--- src/rtl/nic_irq_pkg.sv ---
package nic_irq_pkg;
    localparam int NUM_SRC  = 3;
    localparam int SRC_DMA  = 0;
    localparam int SRC_LINK = 1;
    localparam int SRC_RX   = 2;
    localparam int GIE_BIT  = 7;
    localparam int DATA_W   = 8;
    localparam int ADDR_W   = 2;

    localparam logic [ADDR_W-1:0] ADDR_ENABLE = 2'd0;
    localparam logic [ADDR_W-1:0] ADDR_CLEAR  = 2'd1;
    localparam logic [ADDR_W-1:0] ADDR_PHYEN  = 2'd2;

    localparam int PHY_LNK_EN = 0;
    localparam int PHY_GBL_EN = 1;

    typedef enum logic { DMA_IDLE, DMA_DONE } dma_state_t;
    typedef enum logic { LNK_IDLE, LNK_SEEN } lnk_state_t;
    typedef enum logic { IRQ_RELEASED, IRQ_DRIVEN } irq_state_t;
endpackage

--- src/rtl/nic_dma_flag.sv ---
module nic_dma_flag (
    input  logic clk,
    input  logic rst_n,
    input  logic dma_busy,
    input  logic clr_req,
    output logic flag
);
    import nic_irq_pkg::*;

    dma_state_t state_q, state_d;
    logic       busy_q;
    logic       busy_fall;

    assign busy_fall = busy_q & ~dma_busy;

    always_ff @(posedge clk) begin
        if (!rst_n) begin
            busy_q  <= 1'b0;
            state_q <= DMA_IDLE;
        end else begin
            busy_q  <= dma_busy;
            state_q <= state_d;
        end
    end

    // a fall outranks a clear arriving in the same cycle
    always_comb begin
        state_d = state_q;
        unique case (state_q)
            DMA_IDLE: if (busy_fall)             state_d = DMA_DONE;
            DMA_DONE: if (clr_req && !busy_fall) state_d = DMA_IDLE;
        endcase
    end

    always_comb flag = (state_q == DMA_DONE);
endmodule

--- src/rtl/nic_link_flag.sv ---
module nic_link_flag (
    input  logic clk,
    input  logic rst_n,
    input  logic link_event,
    input  logic stat_rd,
    input  logic lnk_en,
    input  logic gbl_en,
    output logic flag
);
    import nic_irq_pkg::*;

    lnk_state_t state_q, state_d;

    always_ff @(posedge clk) begin
        if (!rst_n) state_q <= LNK_IDLE;
        else        state_q <= state_d;
    end

    // an event outranks a status read in the same cycle
    always_comb begin
        state_d = state_q;
        unique case (state_q)
            LNK_IDLE: if (link_event)             state_d = LNK_SEEN;
            LNK_SEEN: if (stat_rd && !link_event) state_d = LNK_IDLE;
        endcase
    end

    always_comb flag = (state_q == LNK_SEEN) && lnk_en && gbl_en;
endmodule

--- src/rtl/nic_rx_pending.sv ---
module nic_rx_pending #(
    parameter int CNT_W = 8
) (
    input  logic             clk,
    input  logic             rst_n,
    input  logic             inc,
    input  logic             dec,
    output logic [CNT_W-1:0] count,
    output logic             flag
);
    localparam logic [CNT_W-1:0] CNT_MAX = {CNT_W{1'b1}};

    logic [CNT_W-1:0] count_q;

    always_ff @(posedge clk) begin
        if (!rst_n) begin
            count_q <= '0;
        end else if (inc && !dec) begin
            if (count_q != CNT_MAX) count_q <= count_q + 1'b1;
        end else if (dec && !inc) begin
            if (count_q != '0) count_q <= count_q - 1'b1;
        end
    end

    assign count = count_q;
    assign flag  = (count_q != '0);
endmodule

--- src/rtl/nic_irq_drive.sv ---
module nic_irq_drive #(
    parameter int N = 3
) (
    input  logic         clk,
    input  logic         rst_n,
    input  logic [N-1:0] flags,
    input  logic [N-1:0] src_en,
    input  logic         gbl_en,
    output logic         irq_n
);
    import nic_irq_pkg::*;

    irq_state_t state_q, state_d;
    logic       any_qual;

    assign any_qual = gbl_en && |(flags & src_en);

    always_ff @(posedge clk) begin
        if (!rst_n) state_q <= IRQ_RELEASED;
        else        state_q <= state_d;
    end

    always_comb begin
        state_d = state_q;
        unique case (state_q)
            IRQ_RELEASED: if (any_qual)  state_d = IRQ_DRIVEN;
            IRQ_DRIVEN:   if (!any_qual) state_d = IRQ_RELEASED;
        endcase
    end

    always_comb irq_n = (state_q != IRQ_DRIVEN);
endmodule

--- src/rtl/nic_irq_aggregator.sv ---
module nic_irq_aggregator #(
    parameter int CNT_W = 8
) (
    input  logic             clk,
    input  logic             rst_n,
    input  logic             wr_en,
    input  logic [1:0]       wr_addr,
    input  logic [7:0]       wr_data,
    input  logic             dma_busy,
    input  logic             phy_link_event,
    input  logic             phy_stat_rd,
    input  logic             pkt_inc,
    input  logic             pkt_dec,
    output logic [2:0]       flags,
    output logic [CNT_W-1:0] pkt_count,
    output logic             irq_n
);
    import nic_irq_pkg::*;

    logic [NUM_SRC-1:0] src_en_q;
    logic               gie_q;
    logic [1:0]         phy_en_q;
    logic               dma_clr;

    always_ff @(posedge clk) begin
        if (!rst_n) begin
            src_en_q <= '0;
            gie_q    <= 1'b0;
            phy_en_q <= '0;
        end else if (wr_en) begin
            if (wr_addr == ADDR_ENABLE) begin
                src_en_q <= wr_data[NUM_SRC-1:0];
                gie_q    <= wr_data[GIE_BIT];
            end
            if (wr_addr == ADDR_PHYEN) phy_en_q <= wr_data[1:0];
        end
    end

    assign dma_clr = wr_en && (wr_addr == ADDR_CLEAR) && wr_data[SRC_DMA];

    nic_dma_flag u_dma (
        .clk(clk), .rst_n(rst_n), .dma_busy(dma_busy),
        .clr_req(dma_clr), .flag(flags[SRC_DMA])
    );

    nic_link_flag u_link (
        .clk(clk), .rst_n(rst_n), .link_event(phy_link_event),
        .stat_rd(phy_stat_rd), .lnk_en(phy_en_q[PHY_LNK_EN]),
        .gbl_en(phy_en_q[PHY_GBL_EN]), .flag(flags[SRC_LINK])
    );

    nic_rx_pending #(.CNT_W(CNT_W)) u_rx (
        .clk(clk), .rst_n(rst_n), .inc(pkt_inc), .dec(pkt_dec),
        .count(pkt_count), .flag(flags[SRC_RX])
    );

    nic_irq_drive #(.N(NUM_SRC)) u_drv (
        .clk(clk), .rst_n(rst_n), .flags(flags),
        .src_en(src_en_q), .gbl_en(gie_q), .irq_n(irq_n)
    );
endmodule

--- config.mk ---
export PLATFORM = sky130hd
export DESIGN_NAME = nic_irq_aggregator
export DESIGN_NICKNAME = d
export VERILOG_FILES = /design/src/rtl/nic_irq_pkg.sv /design/src/rtl/nic_dma_flag.sv /design/src/rtl/nic_link_flag.sv /design/src/rtl/nic_rx_pending.sv /design/src/rtl/nic_irq_drive.sv /design/src/rtl/nic_irq_aggregator.sv
export SDC_FILE = /design/constraint.sdc
export NUM_CORES = 1
export LEC_CHECK = 0
export CORE_ASPECT_RATIO = 1.25
export CORE_MARGIN = 2
export CORE_UTILIZATION = 50
export DETAILED_ROUTE_END_ITERATION = 6
export PLACE_DENSITY = 0.9
export SKIP_CTS_REPAIR_TIMING = 1
export SYNTH_ARGS = -nofsm -noshare
export SYNTH_HDL_FRONTEND = slang
export SYNTH_SLANG_ARGS = --single-unit
--- constraint.sdc ---
create_clock -name clk -period 3.6 [get_ports clk]
set_input_delay 0.36 -clock clk [delete_from_list [all_inputs] [get_ports clk]]
set_output_delay 0.36 -clock clk [all_outputs]
set_load 0.05 [all_outputs]
# Word level (Yosys, flattened, before mapping)
# Index checks and enable logic that the tools add are counted.
[totals]
reg_bits = 18
inputBits = 18
out_inout_bits = 12
word_cells = 52
[classes]
n_addsub = 2
eq_ne = 4
muxes = 11
n_bitwise = 6
n_reduce_logical = 21
[op_table]
columns = ["cell", "count"]
rows = [
  ["8-bit two-way mux", 4],
  ["1-bit logical AND", 9],
  ["8-bit by 1-bit adder with 8-bit output (second input constant)", 1],
  ["8-bit != test (second input constant)", 1],
  ["8-bit nonzero test", 1],
  ["8-bit by 1-bit subtractor with 8-bit output (second input constant)", 1],
  ["1-bit two-way mux", 5],
  ["1-bit zero test", 4],
  ["1-bit inverter", 4],
  ["1-bit one-hot mux with 2 select lines", 2],
  ["2-bit AND reduction", 2],
  ["2-bit nonzero test", 2],
  ["3-bit bitwise AND", 1],
  ["3-bit AND reduction", 1],
  ["3-bit OR reduction", 1],
  ["2-bit by 1-bit == test with 1-bit output (second input constant)", 1],
  ["2-bit == test (second input constant)", 1],
  ["2-bit zero test", 1],
  ["2-bit != test (second input constant)", 1],
  ["1-bit bitwise AND", 1],
]

# Longest topological paths before layout
# Gate-level depths: netlist of run 1.
[depth]
depth_word = 6
ltp_mapped = 9
depth_no_buf = 9

# By module
# From an unflattened synthesis of run 1, not the netlist that was laid out.
[hier_totals]
cells_unflattened = 127
hier_area_um2 = 1173.6
[modules_own_cells]
columns = ["module", "n_inst", "cells_per_inst", "area_per_inst_um2", "seq_area_each_um2"]
rows = [
  ["nic_rx_pending", 1, 86, 752.0, 160.2],
  ["nic_irq_aggregator", 1, 26, 260.2, 120.1],
  ["nic_dma_flag", 1, 6, 71.3, 40.0],
  ["nic_link_flag", 1, 4, 48.8, 20.0],
  ["nic_irq_drive", 1, 5, 41.3, 20.0],
]

# Least setup slack after synthesis of run 1
# OpenSTA, ideal clock, no wires.
[synth_timing]
path_type = "input to register"
startpoint = "in pkt_dec"
endpoint = "reg u_rx.count_q[6], in the netlist u_rx.count[6]"
setup_time_ns = 0.121
arrival_ns = 2.011
required_time_ns = 3.479
path_slack_ns = 1.468
cell_stages = 9
path_cell_list = "inv_1 > ha_1 > inv_1 > fa_1 > a21o_1 > a311o_1 > a21oi_1 > xor2_1 > o22ai_1"
[synth_via]
elab_chain_cells = 4
[synth_rtl]
columns = ["item", "line_no", "source"]
rows = [
  ["start: declaration", "nic_irq_aggregator.sv:13", "input logic pkt_dec,"],
  ["1-bit zero test", "nic_rx_pending.sv:18", "end else if (inc && !dec) begin"],
  ["1-bit logical AND", "nic_rx_pending.sv:18", ""],
  ["2-bit != test (no source line) / 2-bit nonzero test (equally long branches)", "-", ""],
  ["3-bit AND reduction (no source line)", "-", ""],
  ["end signal: assignment", "nic_rx_pending.sv:19", "if (count_q != CNT_MAX) count_q <= count_q + 1'b1;"],
  ["end signal: assignment", "nic_rx_pending.sv:21", "if (count_q != '0) count_q <= count_q - 1'b1;"],
  ["end: declaration", "nic_rx_pending.sv:13", "logic [CNT_W-1:0] count_q;"],
]
# Several ways; a longest one is shown, not always the timed one.
# A chain may end at the register's enable or synchronous reset.

# Worst setup path in the final report of run 1
[layout_timing]
startpoint = "in pkt_dec"
endpoint = "reg u_rx.count_q[7], in the netlist u_rx.count[7]"
# Same word-level chain as after synthesis.

==> results of run 1 <==
-- registers in the layout, summed over array words and instances (netlist names) --
signal          cells
gie_q               1
u_link.state_q      1
u_drv.state_q       1
src_en_q            3
u_rx.count          8
u_dma.busy_q        1
u_dma.flag          1
phy_en_q            2
-- worst paths after layout --
kind,start,endpoint,slack (ps),cells after the start
min,gie_q,u_drv.state_q,440,2
max,pkt_dec,u_rx.count[7],1000,10
max reg2reg,u_rx.count[0],u_rx.count[6],1550,6
min reg2reg,gie_q,u_drv.state_q,440,2
-- stage by stage --
step	util (%)	instance area (um2)	power (mW)	worst slack [ps]	hold WS, ps
5_1_grt	66.1	1290	1.16	834	475
3_3_place_gp	64.9	1270	0.966	794	414
4_1_cts	66.1	1290	1.09	1040	440
3_5_place_dp	64.9	1270	0.990	740	427
6_report	66.1	1290	1.09	1000	436
2_1_floorplan	-	1030	0.829	1470	409
-- routing by layer --
layer  track usage (%)  vias up  wire length [um]  part of all wire [%]
li1                  -      444                 -                     -
met1              20.2      437               897                    40
met4              10.6        0                35                   1.6
met5                 0        -                 0                     0
met3              4.62        4               136                   6.1
met2              37.9       27              1160                    52
-- where the power goes --
group / switching (mW) / internal [mW]
logic: 0.401 / 0.284
registers: 0.0651 / 0.243
clock network: 0.0606 / 0.0391
-- cell usage in the layout (no fill, tap or decap), types with 2 or more instances in the layout --
master / n
and3_1: 2
o21bai_1: 2
xor2_1: 2
o22ai_1: 2
inv_1: 5
mux2i_1: 11
a211oi_1: 3
xnor2_1: 4
a21o_1: 2
ha_1: 7
and2_1: 3
clkdlybuf4s50_1: 25
dfxtp_1: 18
clkbuf_4: 3
nor2_1: 14
a21oi_1: 7
nand2_1: 7
-- critical path: stages --
cell,delay [ps]
clkdlybuf4s50_1,450
inv_1,40
ha_1,210
inv_1,250
ha_1,310
a211oi_1,340
nor4b_1,110
a211oi_1,290
mux2i_1,270
mux2i_1,190
-- cell type report --
cell class | instances | share of cell area [%]
Clock buffer | 3 | 1.74
Tap cell | 20 | 1.93
Multi-Input combinational cell | 83 | 47.7
Inverter | 5 | 1.45
Timing Repair Buffer | 25 | 19.3
Sequential cell | 18 | 27.8
-- logic make-up after synthesis --
| group | share of synthesized area, % |
|---|---|
| AOI/OAI and AO/OA | 15.5 |
| xor gates and xnor gates | 5.08 |
| adders and majority gates | 10.4 |
| buffers and inverters | 5.44 |
| DFF | 34.8 |
| muxes | 10.6 |
| and+or+nand+nor | 18.1 |
==> results.md, run 1 <==
- Status: finished, final reports clean
- Peak VDD IR: 0.549 mV
- Nets: 162
- Critical path peak fanout: 8
- Initial Utilization: 52.8%
- Syn nets: 137
- Fillers: 171
- Core Region: 1960 um2
- Final GP Congestion: 0.776
- Initial antenna violation count: 0
- Routed wire length: 2230 um
- Fmax: 385 MHz
- WP data required: 3840 ps
- Max-cap violations: 0
- Startpoint types: primary input
- Total negative slack: 0 ps
- Yosys top cell by area: dfxtp_1
- DIE WIDTH: 44.7 um
- Die area: 2450 um2
- TritonCTS Buffers: 3
- CTS sink cnt: 18
- Final hold violations: 0
- I/O Buffers: 25
- Period utilization: 72.2%
- WS Path Type: in2reg
- Drt drc: 0
- Seq. cell area: 360 um2
- CP arrival: 2830 ps
- Gr ovfl total: 0
- Syn_area_per_cell: 9.32 um2
- CTS tree: done
- Post-DRT Antenna Nets: 0
- Setup Viol. Count Final: 0
- Synthesized instance count: 111
- Antenna cell count: 0
- Layout cells sized above 1: 4.48%
- Syn. warnings: 0
- Post-synth EDFFs: 0
- Vias: 912
- Row count: 18
- Vias in the first global route: 871
- Worst skew pair latency: 300 ps
- Die height: 54.9 um
- Multi-input logic area: 618 um2
- Initial drt markers: 10
- H-Tree Depth: 1
- Seq cells post-synth: 18
- Count leader, synth: dfxtp_1
- Yosys top cell area share: 34.8%
- Area delta synth->final: 25.2%
- Ports: 30
- Leak: 0.534 nW
- Worst Hold Class: reg2reg
- Worst Max-Slew Pin Slew: 511 ps
- Post-synth ARST share: 0%
- Synth cell types: 35
- Slew margin rel.: 65.8%
- Post-DR wirelength/cell: 14.5 um
- Placed Cells: 151
- Clk pin slew, worst setup/hold paths: 90 ps
- Global Route Usage Sum: 20.1%
- Fin. max-slew vios: 0
- First drt pass iteration count: 4
- Worst Clk Skew: 0.455 ps
- Prevailing post-synth register cell: dfxtp_1
- Post-Syn Area: 1030 um2
- CP Capture Type: flip-flop
- DR vias/cell: 5.92
- Finished Layout Cells: 154
- Seq/Total Area, Yosys: 34.8%
- RSZ-0062 raised after global routing: false
- Global-route wire length before repair: 3530 um
- Pin count of the biggest net entering global routing: 14
- Clock Path Buffers: 2
- Period minus WS final: 2600 ps
- Synth top cells by count: 18 x dfxtp_1, 14 x nor2_1, 11 x mux2i_1
- Root Buffer: clkbuf_4
- Most area-consuming cells after synthesis: dfxtp_1 35%, mux2i_1 11%, ha_1 8.5%
- Power density over cell area: 844 nW/um2
- Post-DP HPWL: 1650 um
Note: power is estimated with default switching activity, not from simulation.
==> inputs of run 2 (changes only) <==
- CORE_UTILIZATION: 50 -> 42
- PLACE_DENSITY: 0.9 -> 0.81
- clock period: 3.6 -> 2.32 ns (I/O delays scaled with it)
==> run 2 against run 1 <==
  * Clock skew increased by 2.1 ps
  * Combinational power up 68%
  * Sequential power rose by 55%
  * Sequential share of layout area down 2.5 points
  * Via count is 5.4% higher
  * Clock power up 51%
  * Cell count is 16% higher
  * Wire length grew 0.45%
  * Critical path depth stayed put
  * Critical endpoint is now u_rx.count[6]
==> results.md, run 2 (synthesis gave the netlist of run 1 again) <==
- Clk pin slew, worst setup/hold paths: 90 ps (about the same)
- DR vias/cell: 5.37 (-9.3%)
- Most common cell after layout, fill and taps aside: clkdlybuf4s50_1
- Initial antenna violation count: 0 (unchanged)
- Post-DR wirelength/cell: 12.5 um (-14%)
- Int Pwr: 964 uW (+70%)
- RSZ-0062 raised after global routing: false
- CP Capture Type: flip-flop
- Initial Utilization: 43.5% (-9.3 points)
- Vias: 961 (+5.4%)
- Layout cells sized above 1: 13.7% (+9.2 points)
- Register share of total power: 26.9% (-1.3 points)
- Die height: 59.5 um (+8.4%)
- Worst Clk Skew: 2.58 ps (+2.12 ps)
- Setup Viol. Count Final: 0 (unchanged)
- Startpoint types: primary input
- Combinational share of power: 64.6% (+1.9 points)
- Critical path peak fanout: 6 (-2)
- Final hold slack: 433 ps (-3.33 ps)
- CTS sink cnt: 18 (unchanged)
- Post-DRT Antenna Nets: 0 (unchanged)
- WS Path Type: in2reg
- Power density over cell area: 1250 nW/um2 (+48%)
- Fmax: 456 MHz
- CP arrival: 2370 ps (-460 ps)
- H-Tree Depth: 1 (unchanged)
- Fin. max-slew vios: 0 (unchanged)
- Antenna cell count: 0 (unchanged)
- Post-DP HPWL: 1790 um (+8.2%)
- Worst Hold Class: reg2reg
- Row count: 20 (+2)
- Area delta synth->final: 37.4%
- Clock power frac: 8.5% (-0.6 points)
- TritonCTS Buffers: 3 (unchanged)
- CTS tree: done
- WP data required: 2500 ps (-1340 ps)
- Most frequent cells in the layout: 24 x clkdlybuf4s50_1, 18 x dfxtp_1, 14 x nor2_1
- Fillers: 239 (+40%)
- Final GP Congestion: 0.804 (+3.5%)
- Root Buffer: clkbuf_4
- Peak VDD IR: 0.683 mV (+24%)
- Vias in the first global route: 897 (+3.0%)
- Ports: 30 (unchanged)
- Global Route Usage Sum: 17.1% (-3.0 points)
- Routed wire length: 2240 um (+0.45%)
- Initial drt markers: 21 (+11)
- I/O Buffers: 25 (unchanged)
- Drt drc: 0 (unchanged)
- Worst Max-Slew Pin Slew: 514 ps (+2.64 ps)
- Max reg flops: 8 (unchanged)
- Nets: 174 (+7.4%)
- Leak: 0.600 nW (+12%)
- Flop2flop setup slack: 310 ps (-1240 ps)
- Sw Ratio: 45.7% (-2.4 points)
- Gr ovfl total: 0 (unchanged)
- Max-cap violations: 0 (unchanged)
- Worst skew pair latency: 290 ps (about the same)
- Period utilization: 94.4%
- Pin count of the biggest net entering global routing: 14 (unchanged)
- Die area: 2880 um2 (+17%)
- First drt pass iteration count: 4 (unchanged)
- Final hold violations: 0 (unchanged)
- Slew margin rel.: 65.6% (-0.18 points)
- Global-route wire length before repair: 3810 um (+7.8%)
- Period minus WS final: 2190 ps
- DIE WIDTH: 48.4 um (+8.3%)
- Net Switching: 812 uW (+54%)
- Status: finished, final reports clean
- Core Region: 2380 um2 (+21%)
- Total negative slack: 0 ps (unchanged)
- Clock Path Buffers: 2 (unchanged)
[run 2: area by class of cell]
cell class | count | area, um2 | share of cell area (%)
Inverter | 5 | 18.8 | 1.32
Timing Repair Buffer | 37 | 355 | 25.0
Clock buffer | 3 | 22.5 | 1.58
Multi-Input combinational cell | 83 | 623 | 43.8
Sequential cell | 18 | 360 | 25.4
Tap cell | 33 | 41.3 | 2.90
[run 2: path summary, 6_finish.rpt]
| check | startpoint | endpoint | cells past startpoint |
|---|---|---|---|
| worst max-delay path | pkt_inc | u_rx.count[6] | 10 |
| worst min-delay path | gie_q | u_drv.state_q | 2 |
| worst max register to register | u_rx.count[0] | u_rx.count[6] | 6 |
| worst min register to register | gie_q | u_drv.state_q | 2 |
[run 2: critical path: stages]
cell,delay [ps]
clkdlybuf4s50_1,460
ha_1,180
inv_2,70
buf_4,140
ha_1,340
and2_1,170
a311o_1,330
a21oi_1,190
xor2_1,180
o22ai_1,80
[run 2: layer usage]
layer	vias to the layer above	routed length, um	global-route usage [%]
met5	-	0	0
met4	0	48	8.57
met3	9	118	3.28
met1	450	957	17.8
met2	34	1110	33.1
li1	468	-	-
[run 2: power groups by stage]
stage          combinational (mW)  clock, mW  sequential (mW)
2_1_floorplan               0.619          0            0.667
3_3_place_gp                 1.11          0            0.478
3_5_place_dp                 1.14          0            0.483
4_1_cts                      1.14      0.156            0.476
5_1_grt                      1.23      0.163            0.488
6_report                     1.15      0.151            0.478
[run 2: stage by stage]
| step | area, um2 | instances | utilization, % | total power, mW | worst slack (ps) |
|---|---|---|---|---|---|
| 2_1_floorplan | 1030 | 111 | - | 1.29 | 198 |
| 3_3_place_gp | 1390 | 176 | 58.5 | 1.59 | -208 |
| 3_5_place_dp | 1390 | 176 | 58.5 | 1.62 | -240 |
| 4_1_cts | 1410 | 179 | 59.5 | 1.77 | 66.3 |
| 5_1_grt | 1420 | 179 | 59.8 | 1.88 | 27.8 |
| 6_report | 1420 | 179 | 59.8 | 1.78 | 129 |
==> inputs of run 3 (changes only) <==
--- a/config.mk
+++ b/config.mk
@@ -7,7 +7,7 @@
 export LEC_CHECK = 0
 export CORE_ASPECT_RATIO = 1.25
-export CORE_MARGIN = 2
 export CORE_UTILIZATION = 42
 export DETAILED_ROUTE_END_ITERATION = 6
+export MAX_ROUTING_LAYER = met4
 export PLACE_DENSITY = 0.81
 export SKIP_CTS_REPAIR_TIMING = 1
==> constraint.sdc (replaced) <==
create_clock -name clk -period 2.32 [get_ports clk]
set_input_delay 0.232 -clock clk [delete_from_list [all_inputs] [get_ports clk]]
set_output_delay 0.232 -clock clk [all_outputs]
set_load 0.1 [all_outputs]
==> run 3 against run 2 <==
  * Combinational power grew 23%
  * Clock power shrank 5%
  * Register-to-register slack gained 90 ps
  * Largest power group unchanged
==> results.md, run 3 (synthesis gave the netlist of run 1 again) <==
- Slowest-stage cell, CP: clkdlybuf4s50_1
- DIE WIDTH: 46.4 um (-4.1%)
- Final hold slack: 442 ps (+9.58 ps)
- Slew margin rel.: 69.5% (+3.9 points)
- Global-route wire length before repair: 3690 um (-3.1%)
- Period minus WS final: 2200 ps (+12.5 ps)
- CP arrival: 2420 ps (+50 ps)
- WP data required: 2540 ps (+40 ps)
- Vias: 941 (-2.1%)
- Vias in the first global route: 940 (+4.8%)
- Worst Hold Class: reg2reg
- Worst skew pair latency: 280 ps (about the same)
- Die area: 2670 um2 (-7.4%)
- Delay of the slowest critical-path stage: 460 ps (about the same)
- Core Region: 2260 um2 (-5.0%)
- Critical path depth: 11 (+1)
- Final hold violations: 0 (unchanged)
- WHS Path Cells: 2 (unchanged)
- Worst Max-Slew Pin Slew: 454 ps (-60.4 ps)
- Pin count of the biggest net entering global routing: 14 (unchanged)
- Fmax: 454 MHz (-0.57%)
- Post-DR wirelength/cell: 12.8 um (+2.8%)
- Global Route Usage Sum: 19.0% (+1.9 points)
- WS Path Type: in2reg
- WP buf/inv: 4 (+1)
- Ports: 30 (unchanged)
- Gr ovfl total: 0 (unchanged)
- Most common cell after layout, fill and taps aside: buf_4
- Clk pin slew, worst setup/hold paths: 90 ps (about the same)
- DR vias/cell: 5.32 (-0.97%)
- Met2 Usage GRT: 32.7% (-0.40 points)
- Peak VDD IR: 1.08 mV (+58%)
- Startpoint types: primary input
- CTS tree: done
- H-Tree Depth: 1 (unchanged)
- Most frequent cells in the layout: 23 x buf_4, 14 x nor2_1, 14 x dfxtp_1
- Status: finished, final reports clean
- Busiest grt layer: met2
- Final GP Congestion: 0.813 (+1.1%)
- GR Layer Usage met3: 3.80% (+0.51 points)
- CTS sink cnt: 18 (unchanged)
- RSZ-0062 raised after global routing: false
- Fin. max-slew vios: 0 (unchanged)
- Setup Viol. Count Final: 0 (unchanged)
- Routed wire length: 2270 um (+1.7%)
- Worst Clk Skew: 4.74 ps (+2.16 ps)
- Critical path peak fanout: 4 (-2)
- Met1 Usage GRT: 20.3% (+2.4 points)
- Initial drt markers: 13 (-38%)
- Max-cap violations: 0 (unchanged)
- Clock Path Buffers: 2 (unchanged)
- Area delta synth->final: 35.6%
- Post-DRT Antenna Nets: 0 (unchanged)
- Row count: 19 (-5.0%)
- Antenna cell count: 0 (unchanged)
- Die height: 57.5 um (-3.4%)
- CP Capture Type: flip-flop
- Total negative slack: 0 ps (unchanged)
- TritonCTS Buffers: 3 (unchanged)
- Worst R2R Path Depth: 6 (unchanged)
- Power Total: 2.05 mW (+15%)
- Initial antenna violation count: 0 (unchanged)
- Period utilization: 95.0% (+0.54 points)
- Max reg flops: 8 (unchanged)
- Nets: 174 (unchanged)
- Layout cells sized above 1: 26.0% (+12 points)
- Cells along the critical path: clkdlybuf4s50_1 -> ha_1 -> inv_2 -> buf_4 -> buf_4 -> ha_1 -> nand2_1 -> o21bai_1 -> a211oi_2 -> mux2i_1 -> mux2i_1
- CP delay by family, top: buffers and inverters
- Root Buffer: clkbuf_4
- Fillers: 211 (-12%)
- Post-DP HPWL: 1840 um (+2.8%)
- I/O Buffers: 25 (unchanged)
- Drt drc: 0 (unchanged)
- Leak: 0.617 nW (+2.9%)
- Power density over cell area: 1460 nW/um2 (+17%)
- Initial Utilization: 45.8% (+2.3 points)
- First drt pass iteration count: 4 (unchanged)
## run 3: final timing paths
path                 startpoint       endpoint  slack, ps
hold reg to reg           gie_q  u_drv.state_q        440
setup / recovery        pkt_inc  u_rx.count[7]        120
hold / removal            gie_q  u_drv.state_q        440
setup reg to reg  u_rx.count[0]  u_rx.count[6]        400
## run 3: report_power, final
group | internal, mW | switching (mW)
clock | 0.0602 | 0.0840
combinational | 0.512 | 0.906
sequential | 0.383 | 0.104
## run 3: final cells by class
type	instances	area (um2)	share of cell area [%]
flip-flops and latches	18	365	26.0
multi-input cells	83	634	45.2
clock buffers	3	22.5	1.61
inverters	5	18.8	1.34
repair buffers	37	323	23.0
well taps	31	38.8	2.77
## run 3: metrics by stage
step	setup WS [ps]	util (%)	cell area [um2]	cells
after floorplan	46.5	-	1040	111
after global placement	-235	60.4	1360	174
after detailed placement	-255	60.4	1360	174
after CTS	16.3	61.4	1390	177
after global routing	19.1	62.1	1400	177
final	116	62.1	1400	177
## run 3: tightest hold or removal path: stages, from the launching register on
cell and delay (ps):
dfxtp_1 320, nand2_1 60, nor2_1 30
## run 3: routing by layer
metal / part of all wire, % / vias to the layer above / wire length [um]
met5: 0 / - / 0
met4: 1.4 / 0 / 31
met3: 3.8 / 6 / 86
met2: 53 / 26 / 1200
met1: 42 / 442 / 955
li1: - / 467 / -
